`config.mk`:
```
export PLATFORM = sky130hd
export DESIGN_NAME = bleed_switch_ctrl
export DESIGN_NICKNAME = d
export VERILOG_FILES = /design/src/rtl/bleed_pkg.sv /design/src/rtl/bleed_timebase.sv /design/src/rtl/bleed_dis_timer.sv /design/src/rtl/bleed_cell_resolve.sv /design/src/rtl/bleed_switch_ctrl.sv
export SDC_FILE = /design/constraint.sdc
export NUM_CORES = 1
export LEC_CHECK = 0
export BUFFER_PORTS_ARGS = -buffer_cell sky130_fd_sc_hd__buf_2
export CAP_MARGIN = 20
export CORE_MARGIN = 2
export CORE_UTILIZATION = 40
export CTS_CLUSTER_SIZE = 40
export DETAILED_ROUTE_END_ITERATION = 10
export HOLD_SLACK_MARGIN = 0.02
export PLACE_DENSITY = 0.69
export SYNTH_ARGS = -nofsm -noshare
export SYNTH_HDL_FRONTEND = slang
export SYNTH_HIERARCHICAL = 1
export SYNTH_SLANG_ARGS = --single-unit
export TNS_END_PERCENT = 1
```
`constraint.sdc`:
```
create_clock -name clk -period 5.6 [get_ports clk]
set_clock_uncertainty 0.2 [all_clocks]
set_input_delay 0.28 -clock clk [delete_from_list [all_inputs] [get_ports clk]]
set_output_delay 0.28 -clock clk [all_outputs]
set_load 0.02 [all_outputs]
```
`src/rtl/bleed_pkg.sv`:
```
package bleed_pkg;

   // Which level of the priority stack settled a switch this cycle.
   typedef enum logic [2:0] {
      SRC_THERMAL = 3'd0,
      SRC_MUTE    = 3'd1,
      SRC_DIRECT  = 3'd2,
      SRC_ADC     = 3'd3,
      SRC_PWM     = 3'd4,
      SRC_IDLE    = 3'd5
   } bleed_src_e;

   function automatic logic src_closes(input bleed_src_e s);
      return (s == SRC_DIRECT) || (s == SRC_PWM);
   endfunction

endpackage

```
`src/rtl/bleed_timebase.sv`:
```
module bleed_timebase #(
   parameter int SLOT_TICKS = 15625,
   parameter int DUTY_W     = 4
) (
   input  logic              clk,
   input  logic              rst_n,
   output logic [DUTY_W-1:0] slot_idx,
   output logic              period_tick
);
   localparam int PRE_W = (SLOT_TICKS > 1) ? $clog2(SLOT_TICKS) : 1;
   localparam logic [DUTY_W-1:0] LAST_SLOT = '1;

   logic slot_tick;

   generate
      if (SLOT_TICKS < 1) begin : g_bad_ticks
         $error("bleed_timebase: SLOT_TICKS must be at least 1");
      end
      if (SLOT_TICKS == 1) begin : g_no_pre
         assign slot_tick = 1'b1;
      end else begin : g_pre
         localparam logic [PRE_W-1:0] PRE_LAST = PRE_W'(SLOT_TICKS - 1);
         logic [PRE_W-1:0] pre_q;
         always_ff @(posedge clk or negedge rst_n) begin
            if (!rst_n) begin
               pre_q <= '0;
            end else if (pre_q == PRE_LAST) begin
               pre_q <= '0;
            end else begin
               pre_q <= pre_q + 1'b1;
            end
         end
         assign slot_tick = (pre_q == PRE_LAST);
      end
   endgenerate

   always_ff @(posedge clk or negedge rst_n) begin
      if (!rst_n) begin
         slot_idx <= '0;
      end else if (slot_tick) begin
         slot_idx <= slot_idx + 1'b1;
      end
   end

   assign period_tick = slot_tick && (slot_idx == LAST_SLOT);

endmodule

```
`src/rtl/bleed_dis_timer.sv`:
```
module bleed_dis_timer #(
   parameter int TMR_W = 12
) (
   input  logic             clk,
   input  logic             rst_n,
   input  logic             load,
   input  logic [TMR_W-1:0] load_val,
   input  logic             period_tick,
   output logic             expired
);
   logic [TMR_W-1:0] count_q;

   generate
      if (TMR_W < 1) begin : g_bad_w
         $error("bleed_dis_timer: TMR_W must be at least 1");
      end
   endgenerate

   always_ff @(posedge clk or negedge rst_n) begin
      if (!rst_n) begin
         count_q <= '0;
      end else if (load) begin
         count_q <= load_val;
      end else if (period_tick && (count_q != '0)) begin
         count_q <= count_q - 1'b1;
      end
   end

   assign expired = (count_q == '0);

endmodule

```
`src/rtl/bleed_cell_resolve.sv`:
```
module bleed_cell_resolve
   import bleed_pkg::*;
#(
   parameter int DUTY_W = 4
) (
   input  logic              thermal,
   input  logic              mute,
   input  logic              direct,
   input  logic              adc_busy,
   input  logic              pwm_allow,
   input  logic [DUTY_W-1:0] slot_idx,
   input  logic [DUTY_W-1:0] duty,
   output logic              sw_next
);
   bleed_src_e src;
   logic       pwm_want;

   assign pwm_want = pwm_allow && (slot_idx < duty);

   always_comb begin
      if (thermal) begin
         src = SRC_THERMAL;
      end else if (mute) begin
         src = SRC_MUTE;
      end else if (direct) begin
         src = SRC_DIRECT;
      end else if (adc_busy) begin
         src = SRC_ADC;
      end else if (pwm_want) begin
         src = SRC_PWM;
      end else begin
         src = SRC_IDLE;
      end
   end

   assign sw_next = src_closes(src);

endmodule

```
`src/rtl/bleed_switch_ctrl.sv`:
```
module bleed_switch_ctrl #(
   parameter int NUM_CELLS  = 16,
   parameter int DUTY_W     = 4,
   parameter int SLOT_TICKS = 250000,
   parameter int TMR_W      = 12
) (
   input  logic                        clk,
   input  logic                        rst_n,
   input  logic                        therm_shdn,
   input  logic                        mute,
   input  logic [NUM_CELLS-1:0]        direct_en,
   input  logic                        adc_busy,
   input  logic [NUM_CELLS*DUTY_W-1:0] duty_codes,
   input  logic                        tmr_load,
   input  logic [TMR_W-1:0]            tmr_value,
   output logic [NUM_CELLS-1:0]        sw_on,
   output logic                        tmr_expired
);
   logic [DUTY_W-1:0]    slot_idx;
   logic                 period_tick;
   logic                 pwm_allow;
   logic [NUM_CELLS-1:0] sw_next;

   generate
      if (NUM_CELLS < 1) begin : g_bad_cells
         $error("bleed_switch_ctrl: NUM_CELLS must be at least 1");
      end
      if (DUTY_W < 1 || DUTY_W > 8) begin : g_bad_duty
         $error("bleed_switch_ctrl: DUTY_W must lie in 1..8");
      end
   endgenerate

   bleed_timebase #(
      .SLOT_TICKS (SLOT_TICKS),
      .DUTY_W     (DUTY_W)
   ) u_timebase (
      .clk         (clk),
      .rst_n       (rst_n),
      .slot_idx    (slot_idx),
      .period_tick (period_tick)
   );

   bleed_dis_timer #(
      .TMR_W (TMR_W)
   ) u_timer (
      .clk         (clk),
      .rst_n       (rst_n),
      .load        (tmr_load),
      .load_val    (tmr_value),
      .period_tick (period_tick),
      .expired     (tmr_expired)
   );

   assign pwm_allow = !tmr_expired;

   generate
      for (genvar c = 0; c < NUM_CELLS; c++) begin : g_cell
         bleed_cell_resolve #(
            .DUTY_W (DUTY_W)
         ) u_resolve (
            .thermal   (therm_shdn),
            .mute      (mute),
            .direct    (direct_en[c]),
            .adc_busy  (adc_busy),
            .pwm_allow (pwm_allow),
            .slot_idx  (slot_idx),
            .duty      (duty_codes[c*DUTY_W +: DUTY_W]),
            .sw_next   (sw_next[c])
         );
      end
   endgenerate

   always_ff @(posedge clk or negedge rst_n) begin
      if (!rst_n) begin
         sw_on <= '0;
      end else begin
         sw_on <= sw_next;
      end
   end

endmodule

```
==> After elaboration in Yosys (flattened, before gate mapping) <==
Cells that the tools add are included.
{ "word_totals": {"word_cells": 178, "input_bits": 98, "regBits": 50} }
{ "classes": {"magnitude_cmp": 16, "eq_ne": 34, "add_sub_neg": 3, "reduce_logical": 38, "mux": 83} }
{ "ops": {"columns": ["cell", "count"], "rows": [
  ["2-to-1 mux 3 bit", 64],
  ["less-than comparator 4 bit", 16],
  ["equality test 3 x 2 -> 1 bit, second input constant", 16],
  ["equality test 3 bit, second input constant", 16],
  ["2-to-1 mux 12 bit", 2],
  ["adder 18 x 1 -> 18 bit, second input constant", 1],
  ["equality test 18 bit, second input constant", 1],
  ["logical AND 1 bit", 18],
  ["2-to-1 mux 18 bit", 1],
  ["logical OR 1 bit", 16],
  ["2-to-1 mux 1 bit", 16],
  ["logical NOT 12 bit", 1],
  ["nonzero test 12 bit", 1],
  ["subtractor 12 x 1 -> 12 bit, second input constant", 1],
  ["adder 4 x 1 -> 4 bit, second input constant", 1],
  ["equality test 4 bit, second input constant", 1],
  ["nonzero test 2 bit", 1],
  ["logical NOT 1 bit", 1]
]} }

==> Depth between registers and ports, before layout <==
Gate-level depths: netlist (run 1).
{ "depth": {"ltp_word": 10, "ltp_mapped": 9, "depth_no_buf": 9} }

==> Cells and area by module <==
The synthesis (run 1) kept the hierarchy.
{ "by_module_without_submodules": {"columns": ["module", "area_each_um2", "instances", "cells_per_inst", "seq_area_each_um2"], "rows": [
  ["bleed_cell_resolve", 102.6, 16, 14, 0.0],
  ["bleed_timebase", 1103.6, 1, 95, 550.5],
  ["bleed_dis_timer", 798.3, 1, 89, 300.3],
  ["bleed_switch_ctrl", 404.1, 1, 17, 400.4]
]} }

==> Worst setup path before layout (run 1) <==
OpenSTA, ideal clock, no wires.
{ "synth_timing": {"path_kind": "register to register", "from": "register u_timebase.g_pre.pre_q[0]", "to": "register u_timer.count_q[10]", "setup_ns": 0.132, "stages_incl_launch_ff": 10, "arrival_ns": 2.072, "slack_ns": 3.196, "synth_period_minus_slack_ns": 2.404, "path_buffers": 0, "cell_sequence": "dfrtp_1 > ha_1 > and3_1 > nand4_1 > nor2_2 > and4_1 > nor4bb_1 > nand4_1 > xor2_1 > o21ai_1"} }
{ "synth_via": {"elab_chain_cells": 4} }
{ "synth_rtl": {"columns": ["element", "line", "text"], "rows": [
  ["start: declaration", "bleed_timebase.sv:23", "logic [PRE_W-1:0] pre_q;"],
  ["start signal: assignment", "bleed_timebase.sv:30", "pre_q <= pre_q + 1'b1;"],
  ["equality test 18 bit", "bleed_timebase.sv:33", "assign slot_tick = (pre_q == PRE_LAST);"],
  ["logical AND 1 bit", "bleed_timebase.sv:45", "assign period_tick = slot_tick && (slot_idx == LAST_SLOT);"],
  ["named net period_tick", "bleed_switch_ctrl.sv:20", "logic period_tick;"],
  ["logical AND 1 bit", "bleed_dis_timer.sv:24", "end else if (period_tick && (count_q != '0)) begin"],
  ["nonzero test 2 bit (no line)", null, null],
  ["end signal: assignment", "bleed_dis_timer.sv:23", "count_q <= load_val;"],
  ["end signal: assignment", "bleed_dis_timer.sv:25", "count_q <= count_q - 1'b1;"],
  ["end: declaration", "bleed_dis_timer.sv:11", "logic [TMR_W-1:0] count_q;"]
]} }
The timed path passes the listed nets, and every way through them passes these cells.
A chain may end at the register's enable or synchronous reset.

==> Worst setup path in the final report (run 1) <==
Same ends and word-level chain as after synthesis.

==> qor.yml, run 1 <==
floorplanning:
  core_mm2: 0.00968
  die_h_um: 103
  dieArea_mm2: 0.0107
  io_pins: 115
  die_w_um: 103
  initial_core_util_pct: 40.8
  rows: 36
finish:
  post-route-util_pct: 50.2
  final_cell_mix: "buf_2 (114), inv_1 (55), ha_1 (52)"
  area.growth.synth_to_final_pct: 23.2
  diodes: 0
  final_common_cell: "buf_2"
  layout.nets: 704
  layout-drive-gt1-share_pct: 30.8
  fillers: 910
sta:
  setup_viol: 0
  slew_headroom_pct: 39.6
  finalHoldViolCount: 0
  fin_setup_tns_ns: 0
  maxSlewViolCount: 0
  post-route-min-period_ns: 3.06
  period_share_pct: 54.6
  fmax_mhz: 327
  tightest_slew_ns: 0.907
  rsz0062_at_grt: "false"
clock_tree:
  h-tree-depth: 2
  post_cts_buffers: 0
  cts_buffers: 5
  cts_tree: "built"
  clock_sinks: 50
  clock_path_buffers: 2
  clock_latency_ns: 0.32
  root_buffer: "clkbuf_8"
  clk_pin_slew_ns: 0.10
critical_path:
  max_stage_delay_ns: 0.47
  crit_path_start_kind: "register"
  crit_fanout: 13
  path_buf_inv: 0
  critical_path_class: "reg2reg"
  crit_chain: "ha_1 > and3_1 > nand4_1 > nor2_2 > and4_1 > nor4bb_1 > nand4_1 > xor2_1 > o21ai_1"
  regToRegSetupSlack_ns: 2.54
  reg2reg_depth: 9
  r2r_end: "u_timer/count_q[10]"
  reg2reg_from: "u_timebase/g_pre.pre_q[0]"
  cpMostUsedCell: "nand4_1"
  critPathCaptureType: "register"
  cp.depth: 9
  cp_data_arrival_time_ns: 3.05
  critPathTopFamily: "simple AND/OR/NAND/NOR gates"
  slowest_stage: "nor2_2"
  cp.required_ns: 5.59
run_status:
  status: "completed"
placed_design:
  routabilityCongestion: 0.822
  io_buffers: 114
  dpl.hpwl_mm: 7.30
drt:
  wl_per_cell_um: 14.5
  viasPerCell: 5.13
  drc: 0
  wirelength_mm: 9.95
  num_vias: 3527
  postRouteAntennaNets: 0
  drt_iter0_drc: 138
  firstDrtPassIters: 4
yosys:
  ys_types: 47
  ys_seq_area_share_pct: 31.7
  muxShareOfSynthArea_pct: 1.05
  synth_edf_count: 0
  synthArstFlopShare_pct: 100
  synthesis.area_mm2: 0.00395
  netlist_instances: 425
  synthFlopType: "dfrtp_1"
  synth_adder_area_share_pct: 16.5
  synth_compound_area_share_pct: 18.2
  synth_top_family_by_area: "simple AND/OR/NAND/NOR gates"
  syn_avg_cell_area_um2: 9.29
  ys_seq_elements: 50
  syn_nets: 575
  synthSimpleGateAreaFrac_pct: 22.4
  synth_xor_xnor_area_share_pct: 4.44
  synth_warnings: 6
pwr:
  leakagePower_uw: 0.00250
  p_total_uw: 766
  peakVddDrop_uv: 94.3
  power_density_mw_per_mm2: 158
grt:
  first_global_vias: 3503
  track_usage_pct: 19.2
  antenna_found_initial: 0
  overflow: 0
  grt_start_max_net_pins: 51
  grt_pass1_wl_mm: 16.0
worst_hold_path:
  hold_path_depth: 3
  min_path_type: "in2reg"
  hold_path_startpoint: "tmr_value[1]"
  min_to: "u_timer/count_q[1]"
run:
  cap_violations: 0
==> flip-flops by register name (all words and copies together) (netlist names) <==
register / flops
u_timebase/g_pre.pre_q: 18
sw_on: 16
u_timebase/slot_idx: 4
u_timer/count_q: 12
==> logic make-up (layout without fill, tap and decap cells) <==
kind of cell | after synthesis | in the layout
AND/OR/NAND/NOR | 153 | 153
AO/OA/AOI/OAI | 88 | 88
buffers and inverters | 58 | 188
adder cells (fa/ha/maj) | 52 | 52
flip-flops | 50 | 50
XOR/XNOR | 20 | 20
multiplexers | 4 | 4
==> power by group <==
part / total, uW / leakage, uW / switching [uW] / internal [uW]
logic: 153 / 0.00181 / 82.7 / 70.8
clock network: 224 / 0.0000441 / 136 / 88.2
registers: 389 / 0.000645 / 13.5 / 375
total: 766 / 0.00250 / 232 / 534
==> cell usage after synthesis, types with 2 or more instances <==
library cell / instances / area [um2]
a21oi_1: 22 / 110
inv_1: 55 / 206
xnor2_1: 11 / 96.3
o21ai_1: 19 / 95.1
nor2_1: 36 / 135
clkbuf_1: 2 / 7.51
xor2_1: 9 / 78.8
nand2_1: 37 / 139
nand4_1: 8 / 50.1
nand3_1: 8 / 40.0
nor2b_1: 33 / 206
or4_1: 2 / 15.0
nor4_2: 4 / 50.1
nor3_1: 3 / 15.0
a2bb2oi_1: 2 / 17.5
and4_1: 4 / 35.0
a21oi_2: 16 / 140
ha_1: 52 / 651
nor4b_2: 2 / 30.0
and3_1: 3 / 18.8
a2111oi_2: 16 / 240
mux2i_1: 3 / 30.0
nor3_2: 2 / 20.0
o21ai_0: 3 / 15.0
o211ai_1: 2 / 15.0
dfrtp_1: 50 / 1250
==> per-layer routing <==
metal / vias up / global-route usage (%) / wire length (um)
met5: - / 0 / 0
met4: 0 / 6.68 / 139
met3: 7 / 4.44 / 590
met2: 118 / 34.3 / 5100
met1: 1651 / 22.6 / 4110
li1: 1751 / - / -
==> stage by stage <==
| step | setup slack [ns] | std cells | area (um2) | hold WS, ns |
|---|---|---|---|---|
| floorplan | 3.20 | 425 | 3950 | -0.216 |
| global placement | 2.67 | 670 | 4670 | 0.245 |
| detailed placement | 2.59 | 670 | 4670 | 0.257 |
| CTS | 2.56 | 688 | 4860 | 0.0248 |
| global route | 2.26 | 688 | 4860 | 0.0302 |
| finish | 2.54 | 688 | 4860 | 0.0279 |
==> repair_timing <==
item | in CTS | in global routing
gates resized for setup | 0 | 0
hold buffers | 10 | 0
hold endpoints to repair | 59 | 0
==> worst reg2reg max path, delay by kind of cell (launching register included) <==
kind                     cells  cell delay [ns]
adder cells (fa/ha/maj)      1             0.22
AO/OA/AOI/OAI                1             0.07
XOR/XNOR                     1             0.17
AND/OR/NAND/NOR              6             1.86
flip-flops                   1             0.42
==> final cells by class <==
type / count / area (um2) / share of cell area, %
Clock buffer: 5 / 68.8 / 1.41
Clock inverter: 3 / 21.3 / 0.437
Sequential cell: 50 / 1250 / 25.7
Multi-Input combinational cell: 317 / 2470 / 50.8
Tap cell: 133 / 166 / 3.42
Timing Repair Buffer: 125 / 678 / 13.9
Inverter: 55 / 206 / 4.24
==> worst max-delay path by stage <==
stage                              startpoint                   to
floorplan           u_timebase/g_pre.pre_q[0]  u_timer/count_q[10]
global placement    u_timebase/g_pre.pre_q[0]  u_timer/count_q[10]
detailed placement  u_timebase/g_pre.pre_q[0]  u_timer/count_q[10]
CTS                 u_timebase/g_pre.pre_q[0]  u_timer/count_q[10]
global route        u_timebase/g_pre.pre_q[0]  u_timer/count_q[10]
finish              u_timebase/g_pre.pre_q[0]  u_timer/count_q[10]
No activity file was read; power rests on OpenSTA's default activity.
==> run 2: changes to the inputs <==
--- a/config.mk
+++ b/config.mk
@@ -5,6 +5,7 @@
 export SDC_FILE = /design/constraint.sdc
 export NUM_CORES = 1
 export LEC_CHECK = 0
+export ABC_AREA = 1
 export BUFFER_PORTS_ARGS = -buffer_cell sky130_fd_sc_hd__buf_2
 export CAP_MARGIN = 20
 export CORE_MARGIN = 2
@@ -12,7 +13,7 @@
 export CTS_CLUSTER_SIZE = 40
 export DETAILED_ROUTE_END_ITERATION = 10
 export HOLD_SLACK_MARGIN = 0.02
-export PLACE_DENSITY = 0.69
+export PLACE_DENSITY = 0.71
 export SYNTH_ARGS = -nofsm -noshare
 export SYNTH_HDL_FRONTEND = slang
 export SYNTH_HIERARCHICAL = 1
==> constraint.sdc (replaced) <==
create_clock -name clk -period 2.6 [get_ports clk]
set_clock_uncertainty 0.2 [all_clocks]
set_input_delay 0.13 -clock clk [delete_from_list [all_inputs] [get_ports clk]]
set_output_delay 0.13 -clock clk [all_outputs]
set_load 0.02 [all_outputs]
==> run 2 against run 1 <==
  * Synthesized area rose by 10%
  * Wire length rose by 6.3%
  * Synthesized cell count rose by 52%
  * Non-clock buffer count rose by 26
  * Clock-buffer cell count did not move
  * Cell area rose by 14%
  * Die area rose by 9.7%
  * Combinational power rose to 2.8 times the previous value
  * Setup slack got worse by 2.0 ns
==> qor.yml, run 2 <==
sta:
  rsz0062_at_grt: "false"
  slew_headroom_pct: 60.6
  finalHoldViolCount: 0
  fmax_mhz: 479
  post-route-min-period_ns: 2.09
  setup_viol: 0
  tightest_slew_ns: 0.590
  setup_slack_ns: 0.514
  fin_setup_tns_ns: 0
  maxSlewViolCount: 0
  period_share_pct: 80.2
yosys:
  synthFlopType: "dfrtp_1"
  synthesis.area_mm2: 0.00435
  yosys-top-cells-count: "nand2_1 (162), inv_1 (161), ha_1 (52)"
  syn_nets: 795
  ys_seq_elements: 50
  yosysTopAreaCellShare_pct: 28.8
  ys_seq_area_share_pct: 28.8
  yosysMostFrequentCell: "nand2_1"
  yosys.area.top_type: "dfrtp_1"
  netlist_instances: 645
  synth_edf_count: 0
  synth_warnings: 6
  syn_avg_cell_area_um2: 6.74
  ys_types: 27
  synth_area_leaders: "dfrtp_1 (29%), ha_1 (15%), nand2_1 (14%)"
  synthArstFlopShare_pct: 100
placed_design:
  dp_cells: 902
  dpl_worst_slack_ns: 0.531
  dpl.hpwl_mm: 8.16
  io_buffers: 114
  routabilityCongestion: 0.917
drt:
  postRouteAntennaNets: 0
  wirelength_mm: 10.6
  num_vias: 4297
  firstDrtPassIters: 4
  wl_per_cell_um: 11.2
  viasPerCell: 4.57
  drc: 0
  drt_iter0_drc: 219
finish:
  fillers: 1061
  layout-drive-gt1-share_pct: 22.1
  final_common_cell: "nand2_1"
  largest_reg_flops: 18
  area.growth.synth_to_final_pct: 27.5
  largest_register: "u_timebase/g_pre.pre_q"
  final_cell_mix: "nand2_1 (162), inv_1 (161), buf_2 (114)"
  diodes: 0
  top_regs: "u_timebase/g_pre.pre_q: 18 flops, sw_on: 16 flops, u_timer/count_q: 12 flops"
  instances_no_fill: 941
  layout.nets: 950
worst_hold_path:
  min_path_type: "in2reg"
grt:
  grt_pass1_wl_mm: 18.5
  antenna_found_initial: 0
  grt_start_max_net_pins: 31
  overflow: 0
  first_global_vias: 4196
  track_usage_pct: 19.4
clock_tree:
  clock_latency_ns: 0.30
  root_buffer: "clkbuf_8"
  cts_tree: "built"
  clk_pin_slew_ns: 0.10
  clock_sinks: 50
  cts_buffers: 5
  h-tree-depth: 2
  clock_path_buffers: 2
floorplanning:
  dieArea_mm2: 0.0117
  core_mm2: 0.0107
  rows: 38
  die_h_um: 108
  die_w_um: 108
  io_pins: 115
  initial_core_util_pct: 40.6
run_status:
  status: "completed"
critical_path:
  regToRegSetupSlack_ns: 0.51
  critical_path_class: "reg2reg"
  r2r_end: "u_timer/count_q[1]"
  crit_fanout: 11
  cp-startpoint: "u_timebase/g_pre.pre_q[0]"
  critPathCaptureType: "register"
  cp_data_arrival_time_ns: 2.12
  cp.required_ns: 2.64
  reg2reg_from: "u_timebase/g_pre.pre_q[0]"
  reg2reg_depth: 11
  crit_path_start_kind: "register"
  crit_path_end: "u_timer/count_q[1]"
pwr:
  leakagePower_uw: 0.00333
  power_density_mw_per_mm2: 331
  peakVddDrop_uv: 345
run:
  cap_violations: 0
[run 2: how the worst min path moves through the flow]
stage	depth (start not counted)	start	slack, ns	end
CTS	7	duty_codes[24]	0.03	sw_on[6]
floorplan	0	rst_n	-0.37	sw_on[0]
global placement	1	rst_n	-0.07	u_timebase/g_pre.pre_q[14]
global route	3	therm_shdn	0.07	sw_on[9]
detailed placement	1	rst_n	-0.07	u_timebase/g_pre.pre_q[13]
finish	7	duty_codes[24]	0.04	sw_on[6]
[run 2: final cells by class]
type	count	area (um2)	share of cell area, %
sequential	50	1250	22.6
multi-input combinational	426	2450	44.2
clock buffer	5	68.8	1.24
timing repair buffer	151	926	16.7
inverter	166	624	11.3
clock inverter	3	43.8	0.790
tap	140	175	3.16
[run 2: power by group]
part	switching (uW)	total (uW)	internal [uW]
sequential	32.2	846	813
combinational	225	423	198
clock	279	568	289
total	536	1840	1300
[run 2: per-stage QoR]
| stage | util (%) | area [um2] | power, uW | hold slack (ns) |
|---|---|---|---|---|
| 3_3_place_gp | 47.8 | 5120 | 1240 | -0.0700 |
| 3_5_place_dp | 47.8 | 5120 | 1250 | -0.0701 |
| 4_1_cts | 51.8 | 5540 | 1860 | 0.0334 |
| 6_report | 51.8 | 5540 | 1840 | 0.0410 |
| 5_1_grt | 51.8 | 5540 | 1950 | 0.0737 |
| 2_1_floorplan | - | 4350 | 1090 | -0.366 |
[run 2: timing repair]
item,CTS,global route
gates resized for setup,0,0
endpoints found under the hold margin,48,0
setup buffers,0,0
hold buffers,31,0
[run 2: cells by family after synthesis]
| family | count (synthesis) | share of synthesized area, % |
|---|---|---|
| fa+ha+maj | 52 | 15.0 |
| buf+inv | 169 | 14.8 |
| compound gates | 47 | 5.82 |
| flops | 50 | 28.8 |
| xor+xnor | 14 | 2.82 |
| simple gates | 313 | 32.8 |
[run 2: metal layers]
layer | global-route usage (%) | up-vias | routed length (um)
met3 | 3.74 | 9 | 581
met4 | 5.13 | 0 | 133
met5 | 0 | - | 0
met1 | 24.8 | 1909 | 4900
li1 | - | 2278 | -
met2 | 33.7 | 101 | 4960
[run 2: critical path: stages, from the launching register on]
cell     delay (ns)
dfrtp_1        0.40
ha_1           0.22
nand2_2        0.10
nor2_4         0.15
nand3_2        0.11
nor2_4         0.16
nand3_2        0.08
nor2_2         0.15
nand2_4        0.12
nand2_4        0.16
nand2_1        0.09
o21ai_2        0.06
==> run 3: changes to the inputs <==
==> constraint.sdc (replaced) <==
create_clock -name clk -period 1.9 [get_ports clk]
set_clock_uncertainty 0.2 [all_clocks]
set_input_delay 0.095 -clock clk [delete_from_list [all_inputs] [get_ports clk]]
set_output_delay 0.095 -clock clk [all_outputs]
set_load 0.02 [all_outputs]
==> run 3 against run 2 <==
  * Flip-flop and latch count is the same
  * Wire length grew 4.1%
  * Non-clock buffer count grew 23
  * Cell count grew 2.6%
  * Worst hold slack lost 0.020 ns
  * Setup slack lost 0.43 ns
  * Critical path type unchanged
==> qor.yml, run 3 (synthesis gave the netlist of run 2 again) <==
clock_tree:
  clock_latency_ns: 0.31
  clk_pin_slew_ns: 0.10
  root_buffer: "clkbuf_8"
  cts_buffers: 5
  h-tree-depth: 2
  clock_sinks: 50
  cts_tree: "built"
  clock_path_buffers: 2
sta:
  slew_headroom_pct: 65.5
  setup_viol: 0
  tightest_slew_ns: 0.517
  maxSlewViolCount: 0
  finalHoldViolCount: 0
  fmax_mhz: 550
  fin_setup_tns_ns: 0
  period_share_pct: 95.6
  rsz0062_at_grt: "true"
  post-route-min-period_ns: 1.82
floorplanning:
  die_w_um: 108
  core_mm2: 0.0107
  dieArea_mm2: 0.0117
  die_h_um: 108
  rows: 38
  initial_core_util_pct: 40.6
  io_pins: 115
finish:
  largest_register: "u_timebase/g_pre.pre_q"
  fillers: 1030
  largest_reg_flops: 18
  post-route-util_pct: 54.5
  layout-drive-gt1-share_pct: 24.7
  final_area_mm2: 0.00583
  multi_input_area_mm2: 0.00250
  diodes: 0
  regArea_mm2: 0.00125
  final_common_cell: "nand2_1"
  final_cell_mix: "nand2_1 (162), inv_1 (156), buf_2 (114)"
  area.growth.synth_to_final_pct: 34.1
  top_regs: "u_timebase/g_pre.pre_q: 18 flops, sw_on: 16 flops, u_timer/count_q: 12 flops"
  layout.nets: 974
grt:
  first_global_vias: 4225
  overflow: 0
  grt_start_max_net_pins: 31
  track_usage_pct: 19.5
  antenna_found_initial: 1
  grt_pass1_wl_mm: 18.4
critical_path:
  cp.required_ns: 1.95
  crit_fanout: 11
  reg2reg_from: "u_timebase/g_pre.pre_q[1]"
  critPathCaptureType: "register"
  crit_path_start_kind: "register"
  regToRegSetupSlack_ns: 0.08
  critical_path_class: "reg2reg"
  r2r_end: "u_timer/count_q[1]"
  cp_data_arrival_time_ns: 1.87
  reg2reg_depth: 11
pwr:
  pwr-share-seq_pct: 45.6
  p_sw_share_pct: 29.1
  combinationalPowerShare_pct: 23.9
  power_frac_clock_pct: 30.6
  peakVddDrop_uv: 350
  leakagePower_uw: 0.00347
  p_switching_uw: 739
  power.internal_uw: 1800
  power_density_mw_per_mm2: 436
drt:
  firstDrtPassIters: 5
  drt_iter0_drc: 217
  viasPerCell: 4.53
  postRouteAntennaNets: 0
  num_vias: 4373
  wl_per_cell_um: 11.4
  wirelength_mm: 11.0
  drc: 0
worst_hold_path:
  hold_path_depth: 7
  min_to: "sw_on[1]"
  min_path_type: "in2reg"
  hold_path_startpoint: "duty_codes[4]"
placed_design:
  placed_area_mm2: 0.00528
  io_buffers: 114
  dpl.hpwl_mm: 8.20
  routabilityCongestion: 0.944
run:
  cap_violations: 0
run_status:
  status: "completed"
[run 3: area by class of cell]
type	count	area share (%)
Sequential cell	50	21.5
Clock inverter	3	0.752
Clock buffer	5	1.18
Timing Repair Buffer	174	20.0
Multi-Input combinational cell	427	42.9
Inverter	166	10.7
Tap cell	140	3.01
[run 3: per-stage QoR]
step | cells | hold WS [ns] | total power, uW | setup slack [ns]
finish | 965 | 0.0210 | 2540 | 0.0827
global route | 965 | 0.0592 | 2690 | -0.0604
global placement | 915 | -0.0914 | 1720 | 0.0921
detailed placement | 915 | -0.0915 | 1720 | 0.0181
CTS | 960 | 0.0209 | 2570 | 0.00552
floorplan | 645 | -0.401 | 1490 | -0.0305
[run 3: worst max path at each step]
stage,from,to,slack [ns],depth (start not counted)
2_1_floorplan,u_timebase/g_pre.pre_q[0],u_timer/count_q[1],-0.03,12
3_3_place_gp,u_timebase/g_pre.pre_q[1],u_timer/count_q[8],0.09,11
3_5_place_dp,u_timebase/g_pre.pre_q[1],u_timer/count_q[1],0.02,11
4_1_cts,u_timebase/g_pre.pre_q[1],u_timer/count_q[1],0.006,11
5_1_grt,u_timebase/g_pre.pre_q[1],u_timer/count_q[4],-0.06,11
6_report,u_timebase/g_pre.pre_q[1],u_timer/count_q[1],0.08,11
[run 3: power groups by stage]
stage	Sequential, uW	Combinational, uW	Clock [uW]
2_1_floorplan	1190	300	0
3_3_place_gp	1180	540	0
3_5_place_dp	1180	545	0
4_1_cts	1160	606	802
5_1_grt	1160	690	833
6_report	1160	606	776
[run 3: repair_timing]
| action | 4_1_cts | 5_1_grt |
|---|---|---|
| endpoints found under the hold margin | 78 | 0 |
| endpoints found under the setup margin | 0 | 12 |
| hold buffers | 37 | 0 |
| buffers inserted | 0 | 4 |
| gates resized for setup | 0 | 11 |
[run 3: critical path, stage by stage, from the launching register on]
cell	delay, ns
dfrtp_1	0.40
ha_4	0.17
nand2_4	0.06
nor2_4	0.10
nand3_2	0.10
nor2_4	0.11
nand3_2	0.09
nor2_4	0.18
nand2_4	0.11
nand2_8	0.12
nand2_1	0.07
o21ai_2	0.05
[run 3: per-layer routing]
metal  global-route usage (%)  wire length [um]  vias up
li1                         -                 -     2317
met1                     23.8              4930     1921
met2                     34.7              5300      120
met3                     3.98               588       13
met4                     5.22               164        2
met5                        0                13        -
